$ cat src/rtl/memwin_pkg.sv
package memwin_pkg;

  typedef enum logic [1:0] {
    FS_FULL     = 2'b00,
    FS_LOW      = 2'b01,
    FS_HIGH     = 2'b10,
    FS_FULL_ALT = 2'b11
  } fs_range_e;

  localparam int unsigned MW_ADDR_W      = 20;
  localparam int unsigned MW_IO_W        = 16;
  localparam int unsigned MW_PAGE_W      = 8;
  localparam logic [19:0] MW_DRAM_LIMIT  = 20'hC0000;
  localparam logic [19:0] MW_FS_BASE     = 20'hA0000;
  localparam int unsigned MW_FS_SIZE     = 32'h20000;
  localparam logic [19:0] MW_FLASH_BASE  = 20'hC8000;
  localparam int unsigned MW_FLASH_SIZE  = 32'h4000;
  localparam logic [15:0] MW_DISP_IO     = 16'h0200;
  localparam int unsigned MW_DISP_IO_N   = 16;
  localparam logic [15:0] MW_PAGE_IO     = 16'h0220;

endpackage

$ cat src/rtl/memwin_addr_window.sv
// Half-open range compare: hit when BASE <= a < BASE + SIZE.
module memwin_addr_window #(
  parameter int unsigned     W    = 20,
  parameter logic [W-1:0]    BASE = '0,
  parameter int unsigned     SIZE = 1
) (
  input  logic [W-1:0] a,
  output logic         hit
);
  localparam logic [W:0] HI = {1'b0, BASE} + (W+1)'(SIZE);

  generate
    if (BASE == '0) begin : g_zero_base
      assign hit = ({1'b0, a} < HI);
    end else begin : g_offset_base
      localparam logic [W:0] LO = {1'b0, BASE};
      assign hit = ({1'b0, a} >= LO) && ({1'b0, a} < HI);
    end
  endgenerate
endmodule

$ cat src/rtl/memwin_fs_window.sv
// Frame-store claim with a selectable 64 KB half or the full window.
module memwin_fs_window
  import memwin_pkg::*;
#(
  parameter int unsigned        ADDR_W = 20,
  parameter logic [ADDR_W-1:0]  BASE   = 20'hA0000,
  parameter int unsigned        SIZE   = 32'h20000
) (
  input  logic [ADDR_W-1:0] addr,
  input  logic [1:0]        range_sel,
  output logic              hit
);
  localparam int unsigned HALF = SIZE / 2;

  logic [1:0] half_hit;

  for (genvar h = 0; h < 2; h++) begin : g_half
    memwin_addr_window #(
      .W    (ADDR_W),
      .BASE (BASE + ADDR_W'(h * HALF)),
      .SIZE (HALF)
    ) u_win (
      .a   (addr),
      .hit (half_hit[h])
    );
  end

  always_comb begin
    case (fs_range_e'(range_sel))
      FS_LOW:  hit = half_hit[0];
      FS_HIGH: hit = half_hit[1];
      default: hit = |half_hit;
    endcase
  end
endmodule

$ cat src/rtl/memwin_page_latch.sv
// Flash page register, loaded by an I/O write to one port address.
module memwin_page_latch #(
  parameter int unsigned       IO_W       = 16,
  parameter int unsigned       PAGE_W     = 8,
  parameter logic [IO_W-1:0]   LATCH_ADDR = 16'h0220
) (
  input  logic              clk,
  input  logic              rst,
  input  logic              io_wr,
  input  logic [IO_W-1:0]   io_addr,
  input  logic [PAGE_W-1:0] io_wdata,
  output logic [PAGE_W-1:0] page
);
  logic load;
  assign load = io_wr && (io_addr == LATCH_ADDR);

  always_ff @(posedge clk) begin
    if (rst)       page <= '0;
    else if (load) page <= io_wdata;
  end
endmodule

$ cat src/rtl/memwin_decoder.sv
module memwin_decoder
  import memwin_pkg::*;
#(
  parameter int unsigned         ADDR_W       = MW_ADDR_W,
  parameter int unsigned         IO_W         = MW_IO_W,
  parameter int unsigned         PAGE_W       = MW_PAGE_W,
  parameter logic [ADDR_W-1:0]   DRAM_LIMIT   = MW_DRAM_LIMIT,
  parameter logic [ADDR_W-1:0]   FS_BASE      = MW_FS_BASE,
  parameter int unsigned         FS_SIZE      = MW_FS_SIZE,
  parameter logic [ADDR_W-1:0]   FLASH_BASE   = MW_FLASH_BASE,
  parameter int unsigned         FLASH_SIZE   = MW_FLASH_SIZE,
  parameter logic [IO_W-1:0]     DISP_IO_BASE = MW_DISP_IO,
  parameter int unsigned         DISP_IO_N    = MW_DISP_IO_N,
  parameter logic [IO_W-1:0]     PAGE_IO_ADDR = MW_PAGE_IO
) (
  input  logic              clk,
  input  logic              rst,
  input  logic              mem_cycle,
  input  logic              rd,
  input  logic              wr,
  input  logic [ADDR_W-1:0] addr,
  input  logic [1:0]        fs_range,
  input  logic              io_rd,
  input  logic              io_wr,
  input  logic [IO_W-1:0]   io_addr,
  input  logic [PAGE_W-1:0] io_wdata,
  output logic              dram_sel_n,
  output logic              fs_sel_n,
  output logic              flash_sel_n,
  output logic [PAGE_W-1:0] flash_page,
  output logic              page_led,
  output logic              disp_reg_sel_n,
  output logic              unmapped
);
  logic mem_act, io_act;
  logic dram_region, fs_hit, flash_hit, disp_hit;
  logic dram_hit;

  assign mem_act = mem_cycle && (rd || wr);
  assign io_act  = io_rd || io_wr;

  memwin_addr_window #(
    .W(ADDR_W), .BASE('0), .SIZE(int'(DRAM_LIMIT))
  ) u_dram_win (
    .a(addr), .hit(dram_region)
  );

  memwin_fs_window #(
    .ADDR_W(ADDR_W), .BASE(FS_BASE), .SIZE(FS_SIZE)
  ) u_fs_win (
    .addr(addr), .range_sel(fs_range), .hit(fs_hit)
  );

  memwin_addr_window #(
    .W(ADDR_W), .BASE(FLASH_BASE), .SIZE(FLASH_SIZE)
  ) u_flash_win (
    .a(addr), .hit(flash_hit)
  );

  memwin_addr_window #(
    .W(IO_W), .BASE(DISP_IO_BASE), .SIZE(DISP_IO_N)
  ) u_disp_win (
    .a(io_addr), .hit(disp_hit)
  );

  memwin_page_latch #(
    .IO_W(IO_W), .PAGE_W(PAGE_W), .LATCH_ADDR(PAGE_IO_ADDR)
  ) u_page (
    .clk(clk), .rst(rst), .io_wr(io_wr), .io_addr(io_addr),
    .io_wdata(io_wdata), .page(flash_page)
  );

  // Frame store wins inside the DRAM region; DRAM takes what it gives up.
  assign dram_hit = dram_region && !fs_hit;

  assign dram_sel_n     = !(mem_act && dram_hit);
  assign fs_sel_n       = !(mem_act && fs_hit);
  assign flash_sel_n    = !(mem_act && flash_hit);
  assign unmapped       = mem_act && !(dram_region || fs_hit || flash_hit);
  assign disp_reg_sel_n = !(io_act && disp_hit);
  assign page_led       = flash_page[PAGE_W-1];
endmodule

$ cat config.mk
export PLATFORM = sky130hd
export DESIGN_NAME = memwin_decoder
export DESIGN_NICKNAME = d
export VERILOG_FILES = /design/src/rtl/memwin_pkg.sv /design/src/rtl/memwin_addr_window.sv /design/src/rtl/memwin_fs_window.sv /design/src/rtl/memwin_page_latch.sv /design/src/rtl/memwin_decoder.sv
export SDC_FILE = /design/constraint.sdc
export NUM_CORES = 1
export LEC_CHECK = 0
export BUFFER_PORTS_ARGS = -buffer_cell sky130_fd_sc_hd__buf_2
export CAP_MARGIN = 20
export CORE_MARGIN = 2
export CORE_UTILIZATION = 33
export DETAILED_ROUTE_END_ITERATION = 16
export HOLD_SLACK_MARGIN = 0.1
export PLACE_DENSITY = 0.84
export SYNTH_ARGS = -nofsm -noshare
export SYNTH_HDL_FRONTEND = slang
export SYNTH_SLANG_ARGS = --single-unit
$ cat constraint.sdc
create_clock -name clk -period 4.3 [get_ports clk]
set_clock_uncertainty 0.2 [all_clocks]
set_input_delay 0.86 -clock clk [delete_from_list [all_inputs] [get_ports clk]]
set_output_delay 0.86 -clock clk [all_outputs]
set_load 0.02 [all_outputs]
==> flow_summary_export.csv, run 1 <==
group,metric,value,unit
finish,drive_gt1_share,50.4,%
sta,period_share,71.0,%
finish,top_register,"u_page.page",
synth,syn_nets,115,
setup_path,critPathCaptureType,"output pin",
grt,grt_overflow_total,0,
routing,vias,614,
sta,slew_headroom,73.3,%
outcome,status,"completed",
routing,wl_per_cell,10.0,µm
grt,grt_pass1_wl,2230,µm
clocking,ctsHoldBuffers,0,
synth,yosysTopAreaCellShare,31.1,%
pwr,total_power,0.000162,W
pwr,max-vdd-ir-drop,0.137,mV
synth,synth_adder_area_share,4.85,%
setup_path,crit_fanout,2,
clocking,cts.sinks,8,
grt,grt_max_degree,17,
die,die_y,43.5,µm
synth,synth-simple-area-share,36.9,%
synth,netlist_top_cells_area,"dfxtp_1, nand2b_1, mux2i_1, ha_1, nor4_1",
placement,gp_congestion,0.683,
synth,synth-seq-area-share,31.1,%
synth,synth_compound_area_share,7.28,%
clocking,clk_latency,0.24,ns
clocking,path_clk_slew,0.05,ns
synth,synth.mux.area_fraction,15.5,%
flow_run,max_cap_violations,0,
sta,worst_pin_slew,0.396,ns
pwr,power_leakage,0.394,nW
routing,drtAntennaViolNets,0,
clocking,numCtsBuffers,3,
clocking,cts_buffer_depth,2,
clocking,cts_root_buffer,"clkbuf_4",
finish,nets,170,
synth,syn-cell-area,515,µm²
sta,rsz0062_at_grt,"no",
placement,hpwl,1140,µm
synth,synthXorXnorAreaFrac,0,%
die,core_area,0.00149,mm²
sta,period_minus_slack,3.05,ns
placement,placed_cell_area,785,µm²
routing,drt_first_iter_violations,13,
finish,reg_top3,"u_page.page x8",
routing,finalWirelength,1290,µm
die,die_area,0.00189,mm²
synth,synth_top_family_by_area,"simple AND/OR/NAND/NOR gates",
clocking,cts_tree,"yes",
synth,ys_ff_latch,8,
setup_path,worstSetupPathType,"input pin to output pin",
die,row_count,14,
die,io-pin-count,67,
grt,antenna_found_initial,0,
pwr,p_per_area,201,mW/mm²
setup_path,worstPathArrival,1.99,ns
finish,antenna_cells,0,
sta,setup_violations,0,
routing,firstDrtPassIters,4,
sta,fmax,327,MHz
finish,area_delta_synth_final,56.6,%
clocking,htreeDepth,1,
finish,nFillCells,151,
finish,multi_input_area,333,µm²
finish,layout.cells.non_filler,129,
synth,yosysWarnings,0,
routing,drc,0,
setup_path,start_kind,"input pin",
clocking,postCtsSetupRepairBufs,0,
hold_path,hold_path_class,"flop to flop",
clocking,cts_resized,0,
placement,io_buffer_count,52,
finish,fin_area,807,µm²
synth,synth_area_per_cell,8.59,µm²
sta,setup_tns,0,ns
finish,largest_reg_flops,8,
die,die_w,43.5,µm
sta,hold_viol_final,0,
finish,regArea,160,µm²
sta,slew_viol_final,0,
die,initial_core_util,34.6,%
routing,vias_per_cell,4.76,
synth,synth.largest_area_cell,"dfxtp_1",
synth,syn-instance-count,60,
synth,yosysUniqueCellTypes,20,
grt,first_global_vias,603,
placement,dpl.cell_count,126,
setup_path,required,3.24,ns
grt,groute.usage.overall,15.4,%
==> cells by family (layout without fill, tap and decap cells) <==
group | count (synthesis) | after routing
buffers and inverters | 5 | 58
multiplexers | 8 | 8
AND/OR/NAND/NOR | 31 | 31
AO/OA/AOI/OAI | 6 | 6
adder cells (fa/ha/maj) | 2 | 2
flip-flops | 8 | 8
==> through the flow <==
stage / worst slack (ns) / hold slack (ns) / util, %
floorplan: 1.28 / 0.346 / -
global placement: 1.26 / 0.257 / 52.7
detailed placement: 1.23 / 0.266 / 52.7
CTS: 1.22 / 0.276 / 54.2
global route: 1.12 / 0.295 / 54.2
finish: 1.25 / 0.269 / 54.2
==> per-layer routing <==
metal / GRT usage (%) / wire (µm) / vias to the layer above
met5: 0 / 0 / -
met4: 7.27 / 0 / 0
met3: 2.50 / 124 / 0
met2: 30.4 / 715 / 34
met1: 15.3 / 453 / 266
li1: - / - / 314
==> report_power, final <==
part	internal, W	switching (W)
Combinational	0.0000196	0.0000142
Sequential	0.0000742	0.000000000311
Clock	0.0000317	0.0000226
Total	0.000126	0.0000368
==> worst paths after layout <==
check | startpoint | endpoint | slack, ns | depth (start not counted)
setup / recovery | fs_range[1] | dram_sel_n | 1.25 | 8
hold / removal | u_page.page[5]$_SDFFE_PP0P_ | u_page.page[5]$_SDFFE_PP0P_ | 0.27 | 2
setup reg to reg | u_page.page[2]$_SDFFE_PP0P_ | u_page.page[2]$_SDFFE_PP0P_ | 3.51 | 2
hold reg to reg | u_page.page[5]$_SDFFE_PP0P_ | u_page.page[5]$_SDFFE_PP0P_ | 0.27 | 2
==> cells in the final DEF (no fill, tap or decap) <==
| cell type | netlist | routed |
|---|---|---|
| dfxtp_1 | 8 | 8 |
| nand2_1 | 1 | 1 |
| inv_1 | 3 | 3 |
| clkbuf_4 | 0 | 3 |
| nor3b_1 | 1 | 1 |
| nor4_1 | 3 | 3 |
| buf_2 | 0 | 52 |
| nor4b_1 | 1 | 1 |
| o21ai_0 | 2 | 2 |
| nand4_1 | 2 | 2 |
| or3_1 | 1 | 1 |
| nand2b_1 | 16 | 16 |
| nand3_1 | 2 | 2 |
| mux2i_1 | 8 | 8 |
| nor2_1 | 3 | 3 |
| nor2_4 | 1 | 1 |
| ha_1 | 2 | 2 |
| a21oi_1 | 2 | 2 |
| o21a_1 | 1 | 1 |
| a21bo_2 | 1 | 1 |
==> critical path, stage by stage <==
cell and delay [ns]:
buf_2 0.11, inv_1 0.05, ha_1 0.12, a21bo_2 0.21, o21ai_0 0.23, a21oi_1 0.10
o21ai_0 0.13, buf_2 0.18
==> final cells by class <==
cell class | count | share of cell area, %
multi-input cells | 47 | 41.2
well taps | 16 | 2.48
inverters | 3 | 1.40
clock buffers | 3 | 2.79
flip-flops and latches | 8 | 19.8
repair buffers | 52 | 32.2
==> synthesized netlist by cell type, drive strengths merged <==
cell type	n
mux2i	8
a21oi	2
ha	2
nand4	2
o21ai	2
dfxtp	8
clkbuf	1
nand2b	16
nor4b	1
nor2	4
nand2	1
a21bo	1
buf	1
inv	3
nand3	2
nor4	3
nor3b	1
o21a	1
or3	1
(Power assumes the default switching activity.)
==> inputs of run 2 (changes only) <==
--- a/config.mk
+++ b/config.mk
@@ -8,10 +8,10 @@
 export BUFFER_PORTS_ARGS = -buffer_cell sky130_fd_sc_hd__buf_2
 export CAP_MARGIN = 20
 export CORE_MARGIN = 2
-export CORE_UTILIZATION = 33
+export CORE_UTILIZATION = 30
 export DETAILED_ROUTE_END_ITERATION = 16
 export HOLD_SLACK_MARGIN = 0.1
-export PLACE_DENSITY = 0.84
+export PLACE_DENSITY = 0.77
 export SYNTH_ARGS = -nofsm -noshare
 export SYNTH_HDL_FRONTEND = slang
 export SYNTH_SLANG_ARGS = --single-unit
==> constraint.sdc (replaced) <==
create_clock -name clk -period 3.1 [get_ports clk]
set_clock_uncertainty 0.2 [all_clocks]
set_input_delay 0.62 -clock clk [delete_from_list [all_inputs] [get_ports clk]]
set_output_delay 0.62 -clock clk [all_outputs]
set_load 0.02 [all_outputs]
==> run 2 against run 1 <==
Utilization is 2.4 points lower. Design area stayed put. Register-to-register slack worse by 1.2 ns. Total power is 40% higher. Critical path depth stayed put. Final cell count stayed put. Die area is 9.0% higher. Wire length is 3.6% lower. Clock power is 45% higher. Combinational power is 37% higher. Highest routed layer unchanged.
==> flow_summary_export.csv, run 2 (synthesized netlist as in run 1, its figures left out) <==
group,metric,value,unit
routing,firstDrtPassIters,4,
die,row_count,14,
finish,regArea,160,µm²
finish,area_delta_synth_final,56.6,%
clocking,cts_resized,0,
placement,gp_congestion,0.628,
finish,layout.cells.non_filler,129,
clocking,clk_latency,0.25,ns
pwr,max-vdd-ir-drop,0.210,mV
die,io-pin-count,67,
sta,rsz0062_at_grt,"no",
finish,nFillCells,159,
sta,hold_viol_final,0,
clocking,ctsHoldBuffers,0,
placement,place_ws,0.509,ns
finish,top_register,"u_page.page",
finish,drive_gt1_share,50.4,%
routing,wl_met3,222,µm
die,die_w,45.5,µm
sta,setup_violations,0,
finish,final_common_cell,"buf_2",
setup_path,required,2.28,ns
finish,nets,170,
clocking,cts.sinks,8,
setup_path,critPathCaptureType,"output pin",
grt,first_global_vias,472,
setup_path,start_kind,"input pin",
routing,finalWirelength,1250,µm
clocking,path_clk_slew,0.06,ns
finish,multi_input_area,333,µm²
sta,slew_headroom,71.8,%
sta,period_minus_slack,2.58,ns
sta,period_share,83.1,%
hold_path,hold_path_class,"flop to flop",
sta,fin_ws,0.524,ns
setup_path,r2r-start,"u_page.page[7]$_SDFFE_PP0P_",
routing,vias,605,
clocking,numCtsBuffers,3,
setup_path,worstSetupPathType,"input pin to output pin",
setup_path,worstPathArrival,1.76,ns
sta,fmax,388,MHz
hold_path,holdCritStartpoint,"u_page.page[1]$_SDFFE_PP0P_",
pwr,p_per_area,283,mW/mm²
clocking,postCtsSetupRepairBufs,0,
setup_path,r2r_setup_slack,2.32,ns
die,initial_core_util,33.1,%
grt,grt_overflow_total,0,
grt,groute.usage.overall,11.4,%
finish,reg_top3,"u_page.page x8",
sta,setup_tns,0,ns
sta,worst_pin_slew,0.418,ns
routing,wl_per_cell,9.65,µm
routing,drtAntennaViolNets,0,
placement,hpwl,1070,µm
routing,met2WireLength,539,µm
clocking,htreeDepth,1,
placement,dpl.cell_count,126,
finish,largest_reg_flops,8,
routing,drc,0,
flow_run,max_cap_violations,0,
placement,io_buffer_count,52,
outcome,status,"completed",
finish,final_cell_mix,"buf_2, nand2b_1, mux2i_1, dfxtp_1",
die,die_area,0.00207,mm²
routing,drt_first_iter_violations,1,
finish,fin_util,51.8,%
routing,vias_per_cell,4.69,
sta,slew_viol_final,0,
die,die_y,45.5,µm
setup_path,crit_fanout,2,
clocking,cts_tree,"yes",
routing,met1Wirelength,484,µm
routing,top_layer,"met3",
grt,antenna_found_initial,0,
grt,grt_pass1_wl,1750,µm
grt,grt_max_degree,17,
clocking,cts_root_buffer,"clkbuf_4",
clocking,cts_buffer_depth,2,
finish,antenna_cells,0,
die,core_area,0.00156,mm²
sta,fin_hold_ws,0.272,ns
pwr,power_leakage,0.394,nW
setup_path,critPathLaunch,"fs_range[1]",
## run 2: layout make-up
class,count,share of cell area [%]
multi-input combinational,47,41.2
timing repair buffer,52,32.2
sequential,8,19.8
clock buffer,3,2.79
tap,16,2.48
inverter,3,1.40
## run 2: where the power goes
part,internal [W],total [W],switching (W)
combinational,0.0000271,0.0000462,0.0000191
sequential,0.000103,0.000103,0.000000000412
clock,0.0000443,0.0000789,0.0000347
total,0.000174,0.000228,0.0000538
## run 2: worst max-delay path, cell delays in order
cell	delay, ns
buf_2	0.11
inv_1	0.05
ha_1	0.12
a21bo_2	0.20
o21ai_0	0.23
a21oi_1	0.10
o21ai_0	0.14
buf_2	0.18
## run 2: layer usage
| layer | vias up | global-route usage, % |
|---|---|---|
| met4 | 0 | 5.29 |
| met5 | - | 0 |
| met2 | 45 | 19.4 |
| met3 | 0 | 2.38 |
| li1 | 312 | - |
| met1 | 248 | 13.5 |
## run 2: stage by stage
| stage | total power (W) | instance area [µm²] |
|---|---|---|
| 3_5_place_dp | 0.000152 | 785 |
| 6_report | 0.000228 | 807 |
| 5_1_grt | 0.000244 | 807 |
| 3_3_place_gp | 0.000150 | 785 |
| 2_1_floorplan | 0.000123 | 515 |
| 4_1_cts | 0.000233 | 807 |
## run 2: final timing paths
kind	to	cells past startpoint
worst min-delay path	u_page.page[1]$_SDFFE_PP0P_	2
worst max-delay path	dram_sel_n	8
worst max register to register	u_page.page[7]$_SDFFE_PP0P_	2
worst min register to register	u_page.page[1]$_SDFFE_PP0P_	2
==> inputs of run 3 (changes only) <==
==> constraint.sdc (replaced) <==
create_clock -name clk -period 2.7 [get_ports clk]
set_clock_uncertainty 0.2 [all_clocks]
set_input_delay 0.54 -clock clk [delete_from_list [all_inputs] [get_ports clk]]
set_output_delay 0.54 -clock clk [all_outputs]
set_load 0.02 [all_outputs]
==> run 3 against run 2 <==
Sequential share of layout area unchanged. Register-to-register slack got worse by 0.41 ns. Wire length increased by 2.5%. Combinational power increased by 15%. First-iteration DRC count increased to 4.0 times the previous value. Final cell count unchanged. Hold slack got worse by 0.0036 ns. Largest power group unchanged.
==> flow_summary_export.csv, run 3 (synthesized netlist as in run 1, its figures left out) <==
group,metric,value,unit
sta,setup_violations,0,
sta,period_share,89.0,%
die,die_w,45.5,µm
placement,io_buffer_count,52,
finish,final_cell_mix,"buf_2, nand2b_1, mux2i_1, dfxtp_1",
finish,nets,170,
sta,period_minus_slack,2.40,ns
clocking,ctsHoldBuffers,0,
outcome,status,"completed",
sta,hold_viol_final,0,
die,die_area,0.00207,mm²
routing,drc,0,
sta,slew_viol_final,0,
clocking,clk_latency,0.25,ns
finish,area_delta_synth_final,56.6,%
routing,firstDrtPassIters,2,
finish,antenna_cells,0,
setup_path,start_kind,"input pin",
clocking,cts_tree,"yes",
routing,vias,599,
finish,top_register,"u_page.page",
grt,grt_max_degree,17,
sta,fmax,416,MHz
clocking,postCtsSetupRepairBufs,0,
setup_path,required,1.96,ns
sta,worst_pin_slew,0.401,ns
clocking,numCtsBuffers,3,
finish,final_common_cell,"buf_2",
pwr,power_leakage,0.394,nW
placement,gp_congestion,0.629,
pwr,p_int,0.000200,W
finish,nFillCells,162,
flow_run,max_cap_violations,0,
die,io-pin-count,67,
routing,vias_per_cell,4.64,
pwr,p_clk_share,34.2,%
clocking,path_clk_slew,0.05,ns
sta,setup_tns,0,ns
clocking,cts_buffer_depth,2,
clocking,htreeDepth,1,
grt,grt_pass1_wl,1760,µm
finish,drive_gt1_share,50.4,%
grt,groute.usage.overall,11.9,%
grt,first_global_vias,478,
routing,wl_per_cell,9.89,µm
clocking,cts_root_buffer,"clkbuf_4",
die,initial_core_util,33.1,%
grt,grt_overflow_total,0,
sta,rsz0062_at_grt,"no",
routing,finalWirelength,1280,µm
pwr,seq_power_share,45.3,%
setup_path,crit_fanout,2,
clocking,cts.sinks,8,
sta,fin_ws,0.297,ns
setup_path,critPathCaptureType,"output pin",
placement,place_ws,0.280,ns
pwr,max-vdd-ir-drop,0.241,mV
pwr,total_power,0.000261,W
die,core_area,0.00156,mm²
finish,largest_reg_flops,8,
sta,slew_headroom,72.9,%
placement,hpwl,1070,µm
die,die_y,45.5,µm
setup_path,worstPathArrival,1.66,ns
pwr,share_comb_of_total_power,20.5,%
die,row_count,14,
routing,drtAntennaViolNets,0,
finish,layout.cells.non_filler,129,
sta,fin_hold_ws,0.269,ns
routing,drt_first_iter_violations,4,
pwr,swShare,23.2,%
pwr,p_per_area,323,mW/mm²
clocking,cts_resized,0,
hold_path,hold_path_class,"flop to flop",
grt,antenna_found_initial,0,
placement,dpl.cell_count,126,
setup_path,worstSetupPathType,"input pin to output pin",
finish,reg_top3,"u_page.page x8",
pwr,p_switching,0.0000606,W
run 3: cell counts in the layout (fill, tap and decap cells not counted):
Identical to the previous run, type by type.
run 3: cell type report:
class / count / area (µm²) / area share, %
multi-input combinational: 47 / 333 / 41.2
sequential: 8 / 160 / 19.8
tap: 16 / 20.0 / 2.48
clock buffer: 3 / 22.5 / 2.79
inverter: 3 / 11.3 / 1.40
timing repair buffer: 52 / 260 / 32.2
run 3: worst paths after layout:
path,start,end,slack (ns),depth (start not counted)
worst max register to register,u_page.page[7]$_SDFFE_PP0P_,u_page.page[7]$_SDFFE_PP0P_,1.91,2
worst min-delay path,u_page.page[1]$_SDFFE_PP0P_,u_page.page[1]$_SDFFE_PP0P_,0.27,2
worst min register to register,u_page.page[1]$_SDFFE_PP0P_,u_page.page[1]$_SDFFE_PP0P_,0.27,2
worst max-delay path,fs_range[1],dram_sel_n,0.30,8
run 3: critical path, cell delays in order:
cell	delay, ns
buf_2	0.11
inv_1	0.05
ha_1	0.12
a21bo_2	0.20
o21ai_0	0.21
a21oi_1	0.10
o21ai_0	0.15
buf_2	0.19
run 3: power groups by stage:
stage | Sequential [W] | Combinational (W) | Clock, W
after CTS | 0.000118 | 0.0000539 | 0.0000936
after detailed placement | 0.000121 | 0.0000537 | 0
after global routing | 0.000118 | 0.0000599 | 0.000103
after global placement | 0.000121 | 0.0000513 | 0
final | 0.000118 | 0.0000533 | 0.0000891
after floorplan | 0.000121 | 0.0000201 | 0
run 3: through the flow:
stage	area, µm²	util (%)
after global placement	785	50.3
after floorplan	515	-
after detailed placement	785	50.3
after global routing	807	51.8
final	807	51.8
after CTS	807	51.8
run 3: metal layers:
layer	GRT usage [%]	wire, µm	vias to the layer above
met5	0	0	-
met4	5.29	0	0
met1	13.4	504	241
met3	5.56	221	0
met2	19.2	549	45
li1	-	-	313
